**src/rtl/flash_toggle_status.sv**
```systemverilog
module flash_toggle_status #(
  parameter int NUM_SECTORS       = 16,
  parameter int ADDR_W            = 20,
  parameter int DATA_W            = 8,
  parameter int PROT_ERASE_CYCLES = 200000,
  parameter int PROT_PROG_CYCLES  = 200
) (
  input  logic                   clk,
  input  logic                   rst_n,
  input  logic                   op_start_i,
  input  logic                   op_erase_i,
  input  logic [$clog2(NUM_SECTORS)-1:0] op_sector_i,
  input  logic                   busy_i,
  input  logic                   erase_act_i,
  input  logic                   erase_susp_i,
  input  logic [NUM_SECTORS-1:0] erase_sel_i,
  input  logic [NUM_SECTORS-1:0] sector_prot_i,
  input  logic [ADDR_W-1:0]      rd_addr_i,
  input  logic                   ce_n_i,
  input  logic                   oe_n_i,
  input  logic [DATA_W-1:0]      array_data_i,
  output logic [DATA_W-1:0]      rd_data_o
);
  localparam int SEC_W = $clog2(NUM_SECTORS);
  localparam int CNT_W = $clog2(PROT_ERASE_CYCLES + 1);

  logic                   rd_act, rd_act_q, rd_start;
  logic [SEC_W-1:0]       rd_sec;
  logic [NUM_SECTORS-1:0] eff_sel;
  logic                   sec_hit, win_act, status_mode;
  logic [CNT_W-1:0]       win_cnt, win_load;
  logic                   tog6, tog2;

  assign rd_act   = !ce_n_i && !oe_n_i;
  assign rd_start = rd_act && !rd_act_q;
  assign rd_sec   = rd_addr_i[ADDR_W-1 -: SEC_W];
  assign eff_sel  = erase_sel_i & ~sector_prot_i;
  assign sec_hit  = eff_sel[rd_sec];
  assign win_act  = (win_cnt != '0);

  always_comb begin
    win_load = '0;
    if (op_erase_i) begin
      if (eff_sel == '0) win_load = CNT_W'(PROT_ERASE_CYCLES);
    end else if (sector_prot_i[op_sector_i]) begin
      win_load = CNT_W'(PROT_PROG_CYCLES);
    end
  end

  always_ff @(posedge clk or negedge rst_n) begin
    if (!rst_n) begin
      rd_act_q <= 1'b0;
      win_cnt  <= '0;
      tog6     <= 1'b0;
      tog2     <= 1'b0;
    end else begin
      rd_act_q <= rd_act;
      if (op_start_i) begin
        win_cnt <= win_load;
        tog6    <= 1'b0;
        tog2    <= 1'b0;
      end else begin
        if (win_act) win_cnt <= win_cnt - 1'b1;
        if (rd_start && (busy_i || win_act)) tog6 <= !tog6;
        if (rd_start && (erase_act_i || erase_susp_i) && sec_hit) tog2 <= !tog2;
      end
    end
  end

  assign status_mode = busy_i || win_act || ((erase_act_i || erase_susp_i) && sec_hit);

  always_comb begin
    rd_data_o = array_data_i;
    if (status_mode) begin
      rd_data_o[6] = tog6;
      rd_data_o[2] = tog2;
    end
  end

  assert_idle_passthrough_R1: assert property (@(posedge clk) disable iff (!rst_n)
    (!busy_i && !erase_act_i && !erase_susp_i && !win_act) |-> (rd_data_o == array_data_i));

  assert_held_read_R3: assert property (@(posedge clk) disable iff (!rst_n)
    (!ce_n_i && !oe_n_i && $past(!ce_n_i && !oe_n_i) && !op_start_i) |=> ($stable(tog6) && $stable(tog2)));

  assert_suspend_freeze_R4: assert property (@(posedge clk) disable iff (!rst_n)
    (!busy_i && !win_act && !op_start_i) |=> $stable(tog6));

  assert_protected_ignored_R6: assert property (@(posedge clk) disable iff (!rst_n)
    (sector_prot_i[rd_sec] && !op_start_i) |=> $stable(tog2));

  assert_start_clears_R7: assert property (@(posedge clk) disable iff (!rst_n)
    op_start_i |=> (!tog6 && !tog2));

  assert_window_bound_R8: assert property (@(posedge clk) disable iff (!rst_n)
    (win_cnt <= CNT_W'(PROT_ERASE_CYCLES)));
endmodule

```
**config.mk**
```make
export PLATFORM = sky130hd
export DESIGN_NAME = flash_toggle_status
export DESIGN_NICKNAME = d
export VERILOG_FILES = /design/src/rtl/flash_toggle_status.sv
export SDC_FILE = /design/constraint.sdc
export NUM_CORES = 1
export LEC_CHECK = 0
export BUFFER_PORTS_ARGS = -buffer_cell sky130_fd_sc_hd__buf_4
export CAP_MARGIN = 15
export CORE_MARGIN = 8
export CORE_UTILIZATION = 40
export CTS_CLUSTER_SIZE = 12
export DETAILED_ROUTE_END_ITERATION = 10
export GPL_TIMING_DRIVEN = 1
export PLACE_DENSITY_LB_ADDON = 0.15
export SLEW_MARGIN = 20
export SYNTH_ARGS = -nofsm -noshare
export SYNTH_HDL_FRONTEND = slang
export SYNTH_SLANG_ARGS = --single-unit
```
**constraint.sdc**
```tcl
create_clock -name clk -period 9.7 [get_ports clk]
set_input_delay 2.91 -clock clk [delete_from_list [all_inputs] [get_ports clk]]
set_output_delay 2.91 -clock clk [all_outputs]
set_load 0.01 [all_outputs]
```
==> qor.csv <==
stage;metric;value;unit
synthesis;Synth cell types;44;
pwr;sw power;0.000202;W
setup_path;R2R depth;7;
drt;Pre-antenna DRT Iters;4;
cts;Num Clock Sinks;21;
pwr;Comb power frac;0.550;
synthesis;post-synthesis cell area;1610;sq um
synthesis;EDFF count, synth;0;
cts;Reg clk slew, reported paths;70;ps
setup_path;Critical Path AT;4960;ps
cts;CTS resizes;0;
pwr;Leakage;0.936;nW
drt;drt first-iter violations;101;
grt;initial antenna violation count;0;
drt;DRT Wirelength;4120;um
min_path;worst hold path class;flop to flop;
setup_path;most frequent CP cell;buf_4;
synthesis;Async S/R FF share, synth;1.00;
synthesis;sequential area share after synthesis;0.326;
drt;Routed Antenna Nets;0;
timing;unrepaired setup endpoints after global routing;no;
timing;relative slew slack;0.512;
min_path;Hold Path Origin;win_cnt[14];
drt;Via Count;1412;
timing;Worst Skew;6.85;ps
setup_path;slowest CP cell;mux4_1;
placed_design;RePlAce Congestion;0.767;
timing;WHS;541;ps
cells_and_area;NumNets Final;290;
cts;CTS buffer count;3;
cells_and_area;layout cells sized above 1;0.344;
floorplanning;die area;6320;sq um
timing;measured slew at the worst slew-check pin;726;ps
drt;Routed wire per std cell;15.5;um
timing;max-slew violations;0;
setup_path;Worst Path Required;6790;ps
floorplanning;Chip Height;79.5;um
pwr;Max rail drop VDD;0.0000854;V
timing;period utilisation layout;0.811;
drt;drc violations;0;
synthesis;Syn. warnings;0;
setup_path;CP startpoint kind;input port;
floorplanning;Rows;23;
synthesis;Cells after Synth;168;
pwr;Clock Power Share;0.122;
pwr;Pint;0.000279;W
cts;Root Driver;clkbuf_8;
setup_path;CP top delay family;multiplexers;
setup_path;reg2reg setup slack;7740;ps
cts;cts hold-fix bufs;0;
floorplanning;initial core utilization;0.409;
setup_path;Reg-to-Reg End;win_cnt[5];
timing;Final setup viols;0;
placed_design;IO Port Bufs;52;
cts;CTS tree;done;
synthesis;post-synthesis register bit count;21;
pwr;sequential fraction of design power;0.328;
cells_and_area;final cell count without fillers;265;
timing;min cycle time layout;7870;ps
setup_path;CP Capture Type;output port;
cts;Post-CTS Setup Repair Bufs;0;
cts;clock latency on the worst-skew pair;260;ps
timing;setup_tns;0;ps
timing;Final Hold Viols;0;
placed_design;dpl cells;261;
run;max-cap viol count;0;
grt;first-pass GRT wire length;7090;um
cts;Clock Path Buffers;2;
cts;H-tree depth;1;
setup_path;Crit path buffers/inverters;3;
synthesis;syn avg cell area;9.60;sq um
synthesis;syn_nets;242;
min_path;Hold Path Depth;2;
setup_path;Crit Path Max Fanout;4;
grt;gr usage total;0.137;
placed_design;dpl hpwl;3330;um
setup_path;CP Launch Point;rd_addr_i[16];
pwr;Sw Share;0.420;
setup_path;critical path class;input port to output port;
floorplanning;Core Box Area;3940;sq um
grt;vias in the first global route;1608;
min_path;Worst Hold Path EP;win_cnt[14];
grt;remaining global-route overflow;0;
cells_and_area;commonest non-fill, non-tap cell in the layout;buf_4;
setup_path;CP cell instances;buf_4 -> inv_1 -> mux4_1 -> mux2i_1 -> nor3b_1 -> or4_4 -> mux2_4 -> buf_4;
floorplanning;die width;79.5;um
cells_and_area;Syn-to-layout area delta;27.4;%
timing;Peak Freq;127;MHz
pwr;power per cell area;234;nW/um^2
floorplanning;io pins;81;
cells_and_area;n_diodes;0;
cells_and_area;most frequent cells in the layout;buf_4 (52), nor2_1 (27), dfrtp_1 (21), xnor2_1 (11), nor3_1 (10);
grt;largest net degree at the start of global routing;27;
outcome;status;completed;
setup_path;r2r startpoint;win_cnt[0];
synthesis;dominant synthesized flop cell;dfrtp_1;
setup_path;CP peak stage delay;600;ps
drt;Vias/cell;5.33;
[worst max path at each step]
stage                         endpoint  depth (start not counted)
after floorplan           rd_data_o[2]                          6
after global placement    rd_data_o[2]                          8
after detailed placement  rd_data_o[2]                          8
after CTS                 rd_data_o[2]                          8
after global routing      rd_data_o[2]                          8
final                     rd_data_o[2]                          8
[through the flow]
| stage | utilization | power, W | setup WS, ps | cell area, sq um |
|---|---|---|---|---|
| global placement | 0.510 | 0.000412 | 1890 | 2010 |
| global route | 0.521 | 0.000524 | 1720 | 2050 |
| detailed placement | 0.510 | 0.000420 | 1840 | 2010 |
| CTS | 0.521 | 0.000481 | 1840 | 2050 |
| floorplan | - | 0.000357 | 2220 | 1610 |
| finish | 0.521 | 0.000481 | 1830 | 2050 |
[routing by layer]
metal	wire [um]	vias up	global-route usage
li1	-	689	-
met1	1730	654	0.163
met2	2020	60	0.223
met3	292	9	0.0462
met4	78	0	0.0481
met5	0	-	0
[worst reg2reg max path, stage by stage (launching register included)]
cell and delay [ps]:
dfrtp_1 410, inv_1 110, ha_1 260, nand4_2 210, nor2_1 490, nor3_1 150
xnor2_1 170, nor2_1 50
[power by group through the flow]
stage / Combinational [W] / Sequential, W / Clock, W
4_1_cts: 0.000264 / 0.000158 / 0.0000592
6_report: 0.000265 / 0.000158 / 0.0000586
5_1_grt: 0.000296 / 0.000164 / 0.0000634
3_3_place_gp: 0.000255 / 0.000157 / 0
3_5_place_dp: 0.000261 / 0.000159 / 0
2_1_floorplan: 0.000205 / 0.000152 / 0
[cells by family (layout without fill, tap and decap cells)]
group,Yosys count,after routing,synth area share
flip-flops,21,21,0.326
multiplexers,14,14,0.169
buffers and inverters,14,61,0.0465
XOR/XNOR,14,14,0.0760
AO/OA/AOI/OAI,19,19,0.0768
AND/OR/NAND/NOR,85,85,0.298
adder cells (fa/ha/maj),1,1,0.00776
[cell type report]
cell class | count | area, sq um
well taps | 50 | 62.6
repair buffers | 52 | 390
fillers | 368 | 1890
flip-flops and latches | 21 | 526
multi-input cells | 133 | 1010
inverters | 5 | 18.8
clock buffers | 4 | 45.0
[registers in the layout (all words and copies together) (netlist names)]
register and count:
win_cnt 18, tog2 1, rd_act_q 1, tog6 1
[synthesized netlist by cell type (all sizes together) (2+ instances only)]
| master | instances | area share |
|---|---|---|
| nor2 | 27 | 0.063 |
| dfrtp | 21 | 0.33 |
| nor3 | 12 | 0.043 |
| xnor2 | 11 | 0.060 |
| mux4 | 9 | 0.13 |
| nand2b | 8 | 0.031 |
| nor2b | 8 | 0.031 |
| buf | 7 | 0.030 |
| o21a | 6 | 0.028 |
| inv | 5 | 0.012 |
| nand2 | 5 | 0.012 |
| nor4 | 5 | 0.023 |
| a21oi | 4 | 0.012 |
| mux2 | 4 | 0.033 |
| o21ai | 4 | 0.012 |
| or3 | 4 | 0.017 |
| nand3 | 3 | 0.0093 |
| xor2 | 3 | 0.016 |
| and2b | 2 | 0.0093 |
| clkbuf | 2 | 0.0047 |
| nand4 | 2 | 0.012 |
| nand4b | 2 | 0.011 |
| nor3b | 2 | 0.0093 |
| or4 | 2 | 0.012 |
No activity file was read; power rests on OpenSTA's default activity.
